## src/rtl/fcta_pkg.sv

```systemverilog
package fcta_pkg;

  localparam int NIB_W = 4;

  typedef enum logic [2:0] {
    ST_IDLE    = 3'd0,
    ST_PACKET  = 3'd1,
    ST_FORCED  = 3'd2,
    ST_PENDING = 3'd3,
    ST_RELEASE = 3'd4
  } arb_state_e;

  // forced pattern owns the bus in these states
  function automatic logic in_forced(arb_state_e s);
    return (s == ST_FORCED) || (s == ST_PENDING);
  endfunction

  // nibble placed on the bus for the next cycle
  function automatic logic [NIB_W-1:0] tx_nibble(logic sending, logic forced,
                                                 logic [NIB_W-1:0] host_nib,
                                                 logic [NIB_W-1:0] pattern);
    if (forced)       return pattern;
    else if (sending) return host_nib;
    else              return '0;
  endfunction

  // collision seen by the host
  function automatic logic col_pass(logic col, logic forced_on_wire);
    return col & ~forced_on_wire;
  endfunction

endpackage

```

## src/rtl/fcta_gap_timer.sv

```systemverilog
module fcta_gap_timer #(
  parameter int GAP_CYCLES = 1
) (
  input  logic clk,
  input  logic rst_n,
  input  logic run_i,
  output logic done_o
);
  localparam int CW = (GAP_CYCLES > 1) ? $clog2(GAP_CYCLES) : 1;
  localparam logic [CW-1:0] LAST = CW'(GAP_CYCLES - 1);

  logic [CW-1:0] cnt_q;
  logic          at_last;

  assign at_last = (cnt_q == LAST);
  assign done_o  = run_i & at_last;

  always_ff @(posedge clk or negedge rst_n) begin
    if (!rst_n)          cnt_q <= '0;
    else if (!run_i)     cnt_q <= '0;
    else if (!at_last)   cnt_q <= cnt_q + CW'(1);
  end

  // the gap counter never runs past its programmed length
  p_gap_bound_r4: assert property (@(posedge clk) disable iff (!rst_n)
    (run_i && !at_last) |=> (cnt_q != '0 || !run_i));

endmodule

```

## src/rtl/fcta_ctrl.sv

```systemverilog
module fcta_ctrl
  import fcta_pkg::*;
(
  input  logic       clk,
  input  logic       rst_n,
  input  logic       force_i,
  input  logic       req_i,
  input  logic       last_i,
  input  logic       gap_done_i,
  output arb_state_e state_o,
  output logic       take_o,
  output logic       fc_mode_o,
  output logic       rel_o
);
  arb_state_e state_q, state_d;

  always_comb begin
    state_d = state_q;
    unique case (state_q)
      ST_IDLE: begin
        if (force_i)    state_d = req_i ? ST_PENDING : ST_FORCED;
        else if (req_i) state_d = ST_PACKET;
      end
      ST_PACKET: begin
        if (last_i)     state_d = force_i ? ST_FORCED : ST_IDLE;
      end
      ST_FORCED: begin
        if (!force_i)   state_d = ST_RELEASE;
        else if (req_i) state_d = ST_PENDING;
      end
      ST_PENDING: begin
        if (!force_i)   state_d = ST_RELEASE;
      end
      ST_RELEASE: begin
        if (force_i)         state_d = req_i ? ST_PENDING : ST_FORCED;
        else if (gap_done_i) state_d = req_i ? ST_PACKET : ST_IDLE;
      end
      default:          state_d = ST_IDLE;
    endcase
  end

  always_ff @(posedge clk or negedge rst_n) begin
    if (!rst_n) state_q <= ST_IDLE;
    else        state_q <= state_d;
  end

  assign state_o   = state_q;
  assign take_o    = (state_q == ST_PACKET);
  assign fc_mode_o = in_forced(state_q);
  assign rel_o     = (state_q == ST_RELEASE);

  // a frame is never cut short before its last nibble
  p_frame_finish_r2: assert property (@(posedge clk) disable iff (!rst_n)
    (take_o && !last_i) |=> take_o);

  // forced mode persists while the host holds the control
  p_hold_forced_r3: assert property (@(posedge clk) disable iff (!rst_n)
    (fc_mode_o && force_i) |=> (fc_mode_o && !take_o));

  // simultaneous rise of force and request from idle goes forced
  p_force_wins_r6: assert property (@(posedge clk) disable iff (!rst_n)
    (state_q == ST_IDLE && force_i && req_i) |=> (state_q == ST_PENDING));

endmodule

```

## src/rtl/fcta_tx_reg.sv

```systemverilog
module fcta_tx_reg
  import fcta_pkg::*;
#(
  parameter logic [NIB_W-1:0] FC_PATTERN = '0
) (
  input  logic             clk,
  input  logic             rst_n,
  input  logic             take_i,
  input  logic             fc_mode_i,
  input  logic [NIB_W-1:0] host_nib_i,
  output logic             txen_o,
  output logic [NIB_W-1:0] txd_o,
  output logic             fc_wire_o
);
  logic             txen_q;
  logic [NIB_W-1:0] txd_q;
  logic             fc_wire_q;

  always_ff @(posedge clk or negedge rst_n) begin
    if (!rst_n) begin
      txen_q    <= 1'b0;
      txd_q     <= '0;
      fc_wire_q <= 1'b0;
    end else begin
      txen_q    <= take_i | fc_mode_i;
      txd_q     <= tx_nibble(take_i, fc_mode_i, host_nib_i, FC_PATTERN);
      fc_wire_q <= fc_mode_i;
    end
  end

  assign txen_o    = txen_q;
  assign txd_o     = txd_q;
  assign fc_wire_o = fc_wire_q;

  // a taken nibble shows on the bus one cycle later
  p_nibble_follows_r10: assert property (@(posedge clk) disable iff (!rst_n)
    (take_i && !fc_mode_i) |=> (txen_o && txd_o == $past(host_nib_i)));

endmodule

```

## src/rtl/fcta_col_gate.sv

```systemverilog
module fcta_col_gate
  import fcta_pkg::*;
#(
  parameter int STAT_W = 4
) (
  input  logic              fc_wire_i,
  input  logic              col_i,
  output logic              col_o,
  input  logic [STAT_W-1:0] stat_i,
  output logic [STAT_W-1:0] stat_o
);
  assign col_o  = col_pass(col_i, fc_wire_i);
  assign stat_o = stat_i;
endmodule

```

## src/rtl/fc_tx_arbiter.sv

```systemverilog
module fc_tx_arbiter
  import fcta_pkg::*;
#(
  parameter logic [3:0] FC_PATTERN = 4'h0,
  parameter int         GAP_CYCLES = 1,
  parameter int         STAT_W     = 4
) (
  input  logic              clk,
  input  logic              rst_n,
  input  logic              fc_force_i,
  input  logic              host_req_i,
  input  logic [3:0]        host_nib_i,
  input  logic              host_last_i,
  output logic              host_take_o,
  input  logic              col_i,
  output logic              col_o,
  input  logic [STAT_W-1:0] link_stat_i,
  output logic [STAT_W-1:0] link_stat_o,
  output logic              mii_txen_o,
  output logic [3:0]        mii_txd_o
);
  arb_state_e state;
  logic       take, fc_mode, rel, gap_done, fc_wire;

  fcta_ctrl u_ctrl (
    .clk        (clk),
    .rst_n      (rst_n),
    .force_i    (fc_force_i),
    .req_i      (host_req_i),
    .last_i     (host_last_i),
    .gap_done_i (gap_done),
    .state_o    (state),
    .take_o     (take),
    .fc_mode_o  (fc_mode),
    .rel_o      (rel)
  );

  fcta_gap_timer #(.GAP_CYCLES(GAP_CYCLES)) u_gap (
    .clk    (clk),
    .rst_n  (rst_n),
    .run_i  (rel),
    .done_o (gap_done)
  );

  fcta_tx_reg #(.FC_PATTERN(FC_PATTERN)) u_tx (
    .clk        (clk),
    .rst_n      (rst_n),
    .take_i     (take),
    .fc_mode_i  (fc_mode),
    .host_nib_i (host_nib_i),
    .txen_o     (mii_txen_o),
    .txd_o      (mii_txd_o),
    .fc_wire_o  (fc_wire)
  );

  fcta_col_gate #(.STAT_W(STAT_W)) u_col (
    .fc_wire_i (fc_wire),
    .col_i     (col_i),
    .col_o     (col_o),
    .stat_i    (link_stat_i),
    .stat_o    (link_stat_o)
  );

  assign host_take_o = take;

  // forced state puts the constant pattern on the bus next cycle
  p_fc_pattern_r1: assert property (@(posedge clk) disable iff (!rst_n)
    fc_mode |=> (mii_txen_o && mii_txd_o == FC_PATTERN));

  // release cycles leave the bus quiet
  p_gap_quiet_r4: assert property (@(posedge clk) disable iff (!rst_n)
    rel |=> !mii_txen_o);

  // no collision reaches the host while the pattern is sent
  p_col_masked_r5: assert property (@(posedge clk) disable iff (!rst_n)
    fc_mode |=> !col_o);

  // idle leaves the bus quiet
  p_idle_quiet_r9: assert property (@(posedge clk) disable iff (!rst_n)
    (state == ST_IDLE) |=> (!mii_txen_o && mii_txd_o == 4'h0));

endmodule

```

## config.mk

```make
export PLATFORM = sky130hd
export DESIGN_NAME = fc_tx_arbiter
export DESIGN_NICKNAME = d
export VERILOG_FILES = /design/src/rtl/fcta_pkg.sv /design/src/rtl/fcta_gap_timer.sv /design/src/rtl/fcta_ctrl.sv /design/src/rtl/fcta_tx_reg.sv /design/src/rtl/fcta_col_gate.sv /design/src/rtl/fc_tx_arbiter.sv
export SDC_FILE = /design/constraint.sdc
export NUM_CORES = 1
export LEC_CHECK = 0
export BUFFER_PORTS_ARGS = -buffer_cell sky130_fd_sc_hd__clkbuf_2
export CORE_AREA = 2 2 39 41
export CTS_CLUSTER_DIAMETER = 30
export DETAILED_ROUTE_END_ITERATION = 12
export DIE_AREA = 0 0 41 43
export PLACE_DENSITY = 0.59
export SLEW_MARGIN = 20
export SYNTH_ARGS = -nofsm -noshare
export SYNTH_HDL_FRONTEND = slang
export SYNTH_SLANG_ARGS = --single-unit
```

## constraint.sdc

```tcl
create_clock -name clk -period 1.17 [get_ports clk]
set_clock_uncertainty 0.1 [all_clocks]
set_input_delay 0.234 -clock clk [delete_from_list [all_inputs] [get_ports clk]]
set_output_delay 0.234 -clock clk [all_outputs]
set_load 0.01 [all_outputs]
```

==> results of run 1 <==
==> cell families after synthesis <==
| logic type | count (synthesis) |
|---|---|
| and+or+nand+nor | 15 |
| AOI/OAI and AO/OA | 3 |
| buffers and inverters | 5 |
| DFF | 9 |
==> flip-flops by register name, indices dropped and copies added (netlist names) <==
signal,cells
u_ctrl.state_o,3
u_tx.fc_wire_o,1
u_tx.txd_o,4
u_tx.txen_o,1
==> what timing repair did <==
item | CTS | global route
hold buffers | 1 | 0
hold endpoints to repair | 9 | 0
pin swaps | 1 | 3
resized for setup | 1 | 5
setup endpoints to repair | 2 | 3
buffers inserted | 1 | 3
==> placed cells by master (no fill, tap or decap) <==
cell	count
clkbuf_2	14
dfrtp_1	9
and2_1	4
nor2_1	4
buf_4	4
clkbuf_4	3
buf_2	2
nor2b_2	1
inv_2	1
nor3_4	1
nor2b_1	1
nor2_4	1
o21a_1	1
a21oi_2	1
nand3_1	1
nand2_1	1
o311ai_2	1
and2b_1	1
clkbuf_1	1
dlygate4sd3_1	1
buf_6	1
==> path summary, 6_finish.rpt <==
check	from	endpoint	slack, ps	cells after the start
setup reg to reg	u_ctrl.state_o[1]$_DFFE_PN0P_	u_ctrl.state_o[0]$_DFFE_PN0P_	30	4
min in group asynchronous	rst_n	u_tx.txd_o[1]$_DFF_PN0_	260	2
hold reg to reg	u_ctrl.state_o[2]$_DFFE_PN0P_	u_tx.txd_o[0]$_DFF_PN0_	560	2
max in group asynchronous	rst_n	u_tx.txd_o[0]$_DFF_PN0_	530	2
setup / recovery	u_ctrl.state_o[0]$_DFFE_PN0P_	host_take_o	-230	3
hold / removal	host_nib_i[3]	u_tx.txd_o[3]$_DFF_PN0_	80	2
==> report_power, final <==
group / switching [W] / leakage (nW) / total (W) / internal [W]
logic: 0.000136 / 0.151 / 0.000285 / 0.000149
registers: 0.0000282 / 0.116 / 0.000394 / 0.000365
clock network: 0.000109 / 0.0150 / 0.000241 / 0.000131
==> routing by layer <==
layer / GRT usage / up-vias / wire [µm]
met3: 0.04712 / 4 / 58
li1: - / 145 / -
met5: 0 / - / 0
met4: 0.1400 / 0 / 45
met2: 0.1781 / 16 / 469
met1: 0.09967 / 143 / 281
==> worst max-delay path: stages, from the launching register on <==
cell	delay (ps)
dfrtp_1	360
inv_2	60
nor3_4	220
buf_2	170
==> stage by stage <==
step | total power (W) | hold slack (ps) | TNS [ps] | setup WS [ps]
4_1_cts | 0.0008674 | 79.15 | -293.8 | -269.7
6_report | 0.0009194 | 76.45 | -231.3 | -228.4
5_1_grt | 0.0009737 | 84.29 | -385.5 | -267.0
3_5_place_dp | 0.0006187 | -1.323 | 0 | 3.538
2_1_floorplan | 0.0005389 | -161.6 | 0 | 124.6
3_3_place_gp | 0.0006045 | -1.386 | 0 | 46.40
==> cell type report <==
cell class                 count  area share
inverter                       1    0.006977
clock buffer                   4     0.04884
multi-input combinational     18      0.2442
sequential                     9      0.4186
tap                           16     0.03721
timing repair buffer          22      0.2442
==> metrics, run 1 <==
status finished with violations; failing checks setup timing; max-cap check violation count 0; via count 308; most numerous cell in the Yosys netlist dfrtp_1; adder-cell area share of the yosys netlist 0; Worst VDD drop between 500 and 600 µV; syn avg cell area 11.85 µm²; Distinct cells, synth 14; first-pass GRT wire length 1221 µm; CP endpoint kind output port; mux contribution to synthesized area 0; Routed WL approximately 860 µm; Final period util 1.195; clock transition at the registers of the reported paths roughly 60 ps; initial antenna violation count 0; Synth Area in Simple Gates 0.2409; Rows 14; Placed Area between 400 and 500 µm²; Hold Vio Cnt, Final 0; setup ws final -228.4 ps; non-filler cells, final 70; largest net degree at the start of global routing 10; Pre-antenna DRT Iters 1; Setup Viol. Count Final 2; Slew @ Worst Pin 220.3 ps; XOR/XNOR share of the synthesized area 0; GRT overflow 0; Post-DRT Antenna Nets 0; Avg WL per Cell 12.21 µm; vias in the first global route 298; top cells by area, synth dfrtp_1, buf_4, and2_1; CTS max path bufs 2; cts bufs inserted 3; Starting Density 0.2740; Synth async-reset ratio 1.000; Layout Utilization 0.3888; Worst Hold Class input pin to register; Die Width 41 µm; core area 1384 µm²; Post-Place Cells 61; CTS root buf clkbuf_4; clock insertion delay at the later pin of the skew report 260 ps; Diodes inserted 0; highest clock rate roughly 700 MHz; share of the synthesized area in the top cell type 0.5941; drt drc 0; Seq/Total Area, Yosys 0.5941; fillers 141; Tot GR Track Use 0.1187; P_leak 0.2818 nW; register area 225.2 µm²; compound-gate portion of the synthesized area 0.07591; post-synth net total 46; Setup crit start kind register; PortBufs 16; Post-Synthesis Cells 32; die area between 1500 and 2000 µm²; share of post-route cells with drive strength above 1 0.5556; fin. max-slew vios 0; vias per cell 4.400; largest family of logic cells by synthesized area simple AND/OR/NAND/NOR gates; Worst Path Required 840 ps; Netlist Area Pre-Place 379.1 µm²; I/O pins 25; Critical Path Fanout Max 4; synth cell count leaders dfrtp_1, nor2_1, and2_1, buf_4; Die Y 43 µm; Post-synth EDFFs 0; Pwr Density 1709 nW/µm²; clock sink total 9; Slew HR 0.8531; Crit path arrival time 1060 ps; Yosys warning total 0; initial drt markers 0; FF+latch count, synth 9; gpl congestion 0.7237; area delta synth->final 41.91%; CTS HTree Levels 1; final critical path time including I/O delays and setup 1398 ps; Nets 69; RSZ-0062 raised after global routing yes; Design Area, Final approximately 540 µm²; Worst Setup Path Type register to output port; Yosys top cell by area dfrtp_1; multi-input combinational cell area ~130 µm²; ys flop type dfrtp_1; CTS tree yes
No activity file was read; power rests on OpenSTA's default activity.
==> inputs of run 2 (changes only) <==
RECOVER_POWER = 50   (was not set)
==> metrics, run 2 (synthesized netlist as in run 1, its figures left out) <==
status finished with violations; failing checks setup timing; final critical path time including I/O delays and setup 1399 ps; initial antenna violation count 0; first-pass GRT wire length ~1200 µm; Slew HR 0.6851; Hold Vio Cnt, Final 0; Critical Path Fanout Max 4; max reg flops 4; Tot GR Track Use 0.1187; CTS max path bufs 2; GRT overflow 0; setup ws final -228.7 ps; Post-DRT Antenna Nets 0; Die Y approximately 43 µm; CP endpoint kind output port; Starting Density 0.2740; Diodes inserted 0; highest clock rate about 710 MHz; clock transition at the registers of the reported paths 60 ps; Avg WL per Cell 12.20 µm; CTS tree yes; pre-CTS WS 3.538 ps; Setup crit start kind register; non-filler cells, final 70; Final period util 1.195; most common cell after layout, fill and taps aside clkbuf_2; via count 310; Layout Utilization 0.3879; initial drt markers 0; fin. max-slew vios 0; Rows 14; gpl congestion 0.7237; Nets between 60 and 70; CTS root buf clkbuf_4; Pre-antenna DRT Iters 1; most frequent cells in the layout clkbuf_2, dfrtp_1, and2_1, nor2_1, buf_4; clock sink total 9; die area roughly 1800 µm²; Setup TNS -231.8 ps; vias in the first global route roughly 300; Slew @ Worst Pin 472.3 ps; vias per cell around 4.4; area delta synth->final 41.58%; largest net degree at the start of global routing 10; Worst Hold Class input pin to register; Worst VDD drop between 500 and 600 µV; Pwr Density between 1500 and 2000 nW/µm²; Routed WL 854 µm; Die Width 41 µm; RSZ-0062 raised after global routing yes; drt drc 0; P_leak 0.2788 nW; Setup Viol. Count Final 2; PortBufs 16; Crit path arrival time between 1000 and 1500 ps; Worst Setup Path Type register to output port; Worst Path Required 840 ps; Post-Place Cells 61; share of post-route cells with drive strength above 1 0.5370; CTS HTree Levels 1; clock insertion delay at the later pin of the skew report 260 ps; cts bufs inserted 3; I/O pins 25; core area 1384 µm²; max-cap check violation count 0
[run 2: worst paths after layout]
kind                                                from                       endpoint  slack [ps]  cells after the start
min in group asynchronous                          rst_n        u_tx.txd_o[1]$_DFF_PN0_         340                      2
setup / recovery           u_ctrl.state_o[0]$_DFFE_PN0P_                    host_take_o        -230                      3
setup reg to reg           u_ctrl.state_o[1]$_DFFE_PN0P_  u_ctrl.state_o[0]$_DFFE_PN0P_          30                      4
max in group asynchronous                          rst_n  u_ctrl.state_o[1]$_DFFE_PN0P_         310                      2
hold reg to reg            u_ctrl.state_o[2]$_DFFE_PN0P_        u_tx.txd_o[0]$_DFF_PN0_         560                      2
hold / removal                             host_nib_i[3]        u_tx.txd_o[3]$_DFF_PN0_          80                      2
[run 2: critical path: stages (launching register included)]
cell and delay [ps]:
dfrtp_1 360, inv_2 60, nor3_4 220, buf_2 170
[run 2: through the flow]
stage / power (W) / instance area, µm² / hold WS (ps)
after global routing: 0.0009732 / 536.8 / 84.29
after floorplan: 0.0005389 / 379.1 / -161.6
after detailed placement: 0.0006187 / 456.7 / -1.323
after CTS: 0.0008674 / 503.0 / 79.15
final: 0.0009190 / 536.8 / 76.45
after global placement: 0.0006045 / 456.7 / -1.386
[run 2: repair_timing]
item	CTS	global route
hold buffers	1	0
endpoints found under the hold margin	9	0
resized for setup	1	5
setup buffers	1	3
cloned	0	0
setup endpoints to repair	2	3
pin swaps	1	3
[run 2: cell type report]
type                       instances  area (µm²)
clock buffer                       4       26.28
fill                             142       847.1
inverter                           1       3.754
multi-input combinational         18       131.4
sequential                         9       225.2
tap                               16       20.02
timing repair buffer              22       130.1
[run 2: power by group]
part	total (W)	switching [W]	internal, W
Sequential	0.000394	0.0000281	0.000365
Clock	0.000241	0.000109	0.000131
Combinational	0.000285	0.000136	0.000149
[run 2: per-layer routing]
| metal | wire (µm) | vias up | global-route usage |
|---|---|---|---|
| li1 | - | 145 | - |
| met1 | 279 | 145 | 0.09967 |
| met2 | 471 | 16 | 0.1781 |
| met3 | 58 | 4 | 0.04712 |
| met4 | 45 | 0 | 0.1400 |
| met5 | 0 | - | 0 |
==> inputs of run 3 (changes only) <==
ABC_CLOCK_PERIOD_IN_PS = 1170   (was not set)
SETUP_SLACK_MARGIN = 0.1   (was not set)
SKIP_CTS_REPAIR_TIMING = 1   (was not set)
==> metrics, run 3 (synthesized netlist as in run 1, its figures left out) <==
failing checks setup timing; first-pass GRT wire length 1193 µm; die area 1763 µm²; PortBufs 16; Tot GR Track Use 0.1166; Pre-antenna DRT Iters 1; clock power share 0.257; initial antenna violation count 0; Pwr Density roughly 1700 nW/µm²; Worst Setup Path Type register to output port; Worst Path Buf+Inv 1; Comb pwr share 0.314; largest net degree at the start of global routing 10; register area roughly 230 µm²; Slew HR 0.6887; CTS root buf clkbuf_4; max reg flops 4; Die Y between 40 and 50 µm; core area 1384 µm²; Diodes inserted 0; hold slack 81.38 ps; fin. max-slew vios 0; Crit path arrival time between 1000 and 1500 ps; CTS HTree Levels 1; Setup crit start kind register; Layout Utilization 0.3924; fillers 131; clock insertion delay at the later pin of the skew report 260 ps; Hold Vio Cnt, Final 0; cts bufs inserted 3; vias per cell 4.478; CP endpoint kind output port; sequential power share 0.430; Slowest-stage cell, CP dfrtp_1; Worst Path Required 840 ps; CTS max path bufs 2; I/O pins 25; Routed WL between 800 and 900 µm; CTS tree yes; multi-input combinational cell area 141.4 µm²; Post-Place Cells 61; RSZ-0062 raised after global routing yes; Avg WL per Cell 11.83 µm; vias in the first global route 285; highest clock rate 713.6 MHz; most frequent cells in the layout clkbuf_2, dfrtp_1, buf_2, buf_4; Nets 68; NetSw around 0.00028 W; clock sink total 9; largest delay contributor family on the critical path flip-flops; gpl congestion 0.7237; Setup Viol. Count Final 2; clock transition at the registers of the reported paths ~60 ps; Die Width 41 µm; P_int about 0.00065 W; Post-DRT Antenna Nets 0; Worst Hold Class input pin to register; final critical path time including I/O delays and setup about 1400 ps; CP cell instances nor3_4 > buf_2; Rows 14; max-cap check violation count 0; status finished with violations; via count 309; area delta synth->final 43.23%; share of post-route cells with drive strength above 1 0.6415; Critical Path Fanout Max 4; Worst VDD drop 534.1 µV; drt drc 0; initial drt markers 0; Final period util 1.198; switching part of the total 0.2962; non-filler cells, final 69; Slew @ Worst Pin about 470 ps; P_leak around 0.28 nW; Critical Path Max Stage Delay 420 ps; Starting Density 0.2740; Tot Pwr 0.0009291 W; GRT overflow 0; setup ws final -231.4 ps
[run 3: cell type report]
cell class,instances,share of cell area
inverters,1,0.006912
well taps,16,0.03687
clock buffers,4,0.04839
multi-input cells,18,0.2604
flip-flops and latches,9,0.4171
repair buffers,21,0.2304
[run 3: power by group through the flow]
stage	Clock, W	Combinational, W	Sequential (W)
after floorplan	0	0.000121	0.000418
after global placement	0	0.000206	0.000398
after detailed placement	0	0.000214	0.000405
after CTS	0.000244	0.000215	0.000399
after global routing	0.000257	0.000323	0.000404
final	0.000238	0.000292	0.000399
[run 3: stage by stage]
step	setup TNS, ps	setup WS [ps]	cell area, µm²
after CTS	-307.3	-283.1	483.0
after detailed placement	0	3.538	456.7
final	-231.6	-231.4	543.0
after global placement	0	46.40	456.7
after floorplan	0	124.6	379.1
after global routing	-356.9	-272.5	543.0
[run 3: final timing paths]
path / from / endpoint / slack [ps] / depth (start not counted)
setup / recovery: u_ctrl.state_o[2]$_DFFE_PN0P_ / host_take_o / -230 / 2
hold / removal: host_nib_i[1] / u_tx.txd_o[1]$_DFF_PN0_ / 80 / 2
setup reg to reg: u_ctrl.state_o[2]$_DFFE_PN0P_ / u_tx.txd_o[2]$_DFF_PN0_ / 110 / 3
hold reg to reg: u_ctrl.state_o[1]$_DFFE_PN0P_ / u_tx.txen_o$_DFF_PN0_ / 540 / 2
max in group asynchronous: rst_n / u_ctrl.state_o[1]$_DFFE_PN0P_ / 290 / 2
min in group asynchronous: rst_n / u_tx.txd_o[1]$_DFF_PN0_ / 340 / 2
[run 3: layer usage]
layer	vias up	GRT usage	share of wire
met5	-	0	0
met4	0	0.1400	0.049
met3	4	0.04712	0.080
met1	143	0.09967	0.31
met2	18	0.1719	0.56
li1	144	-	-
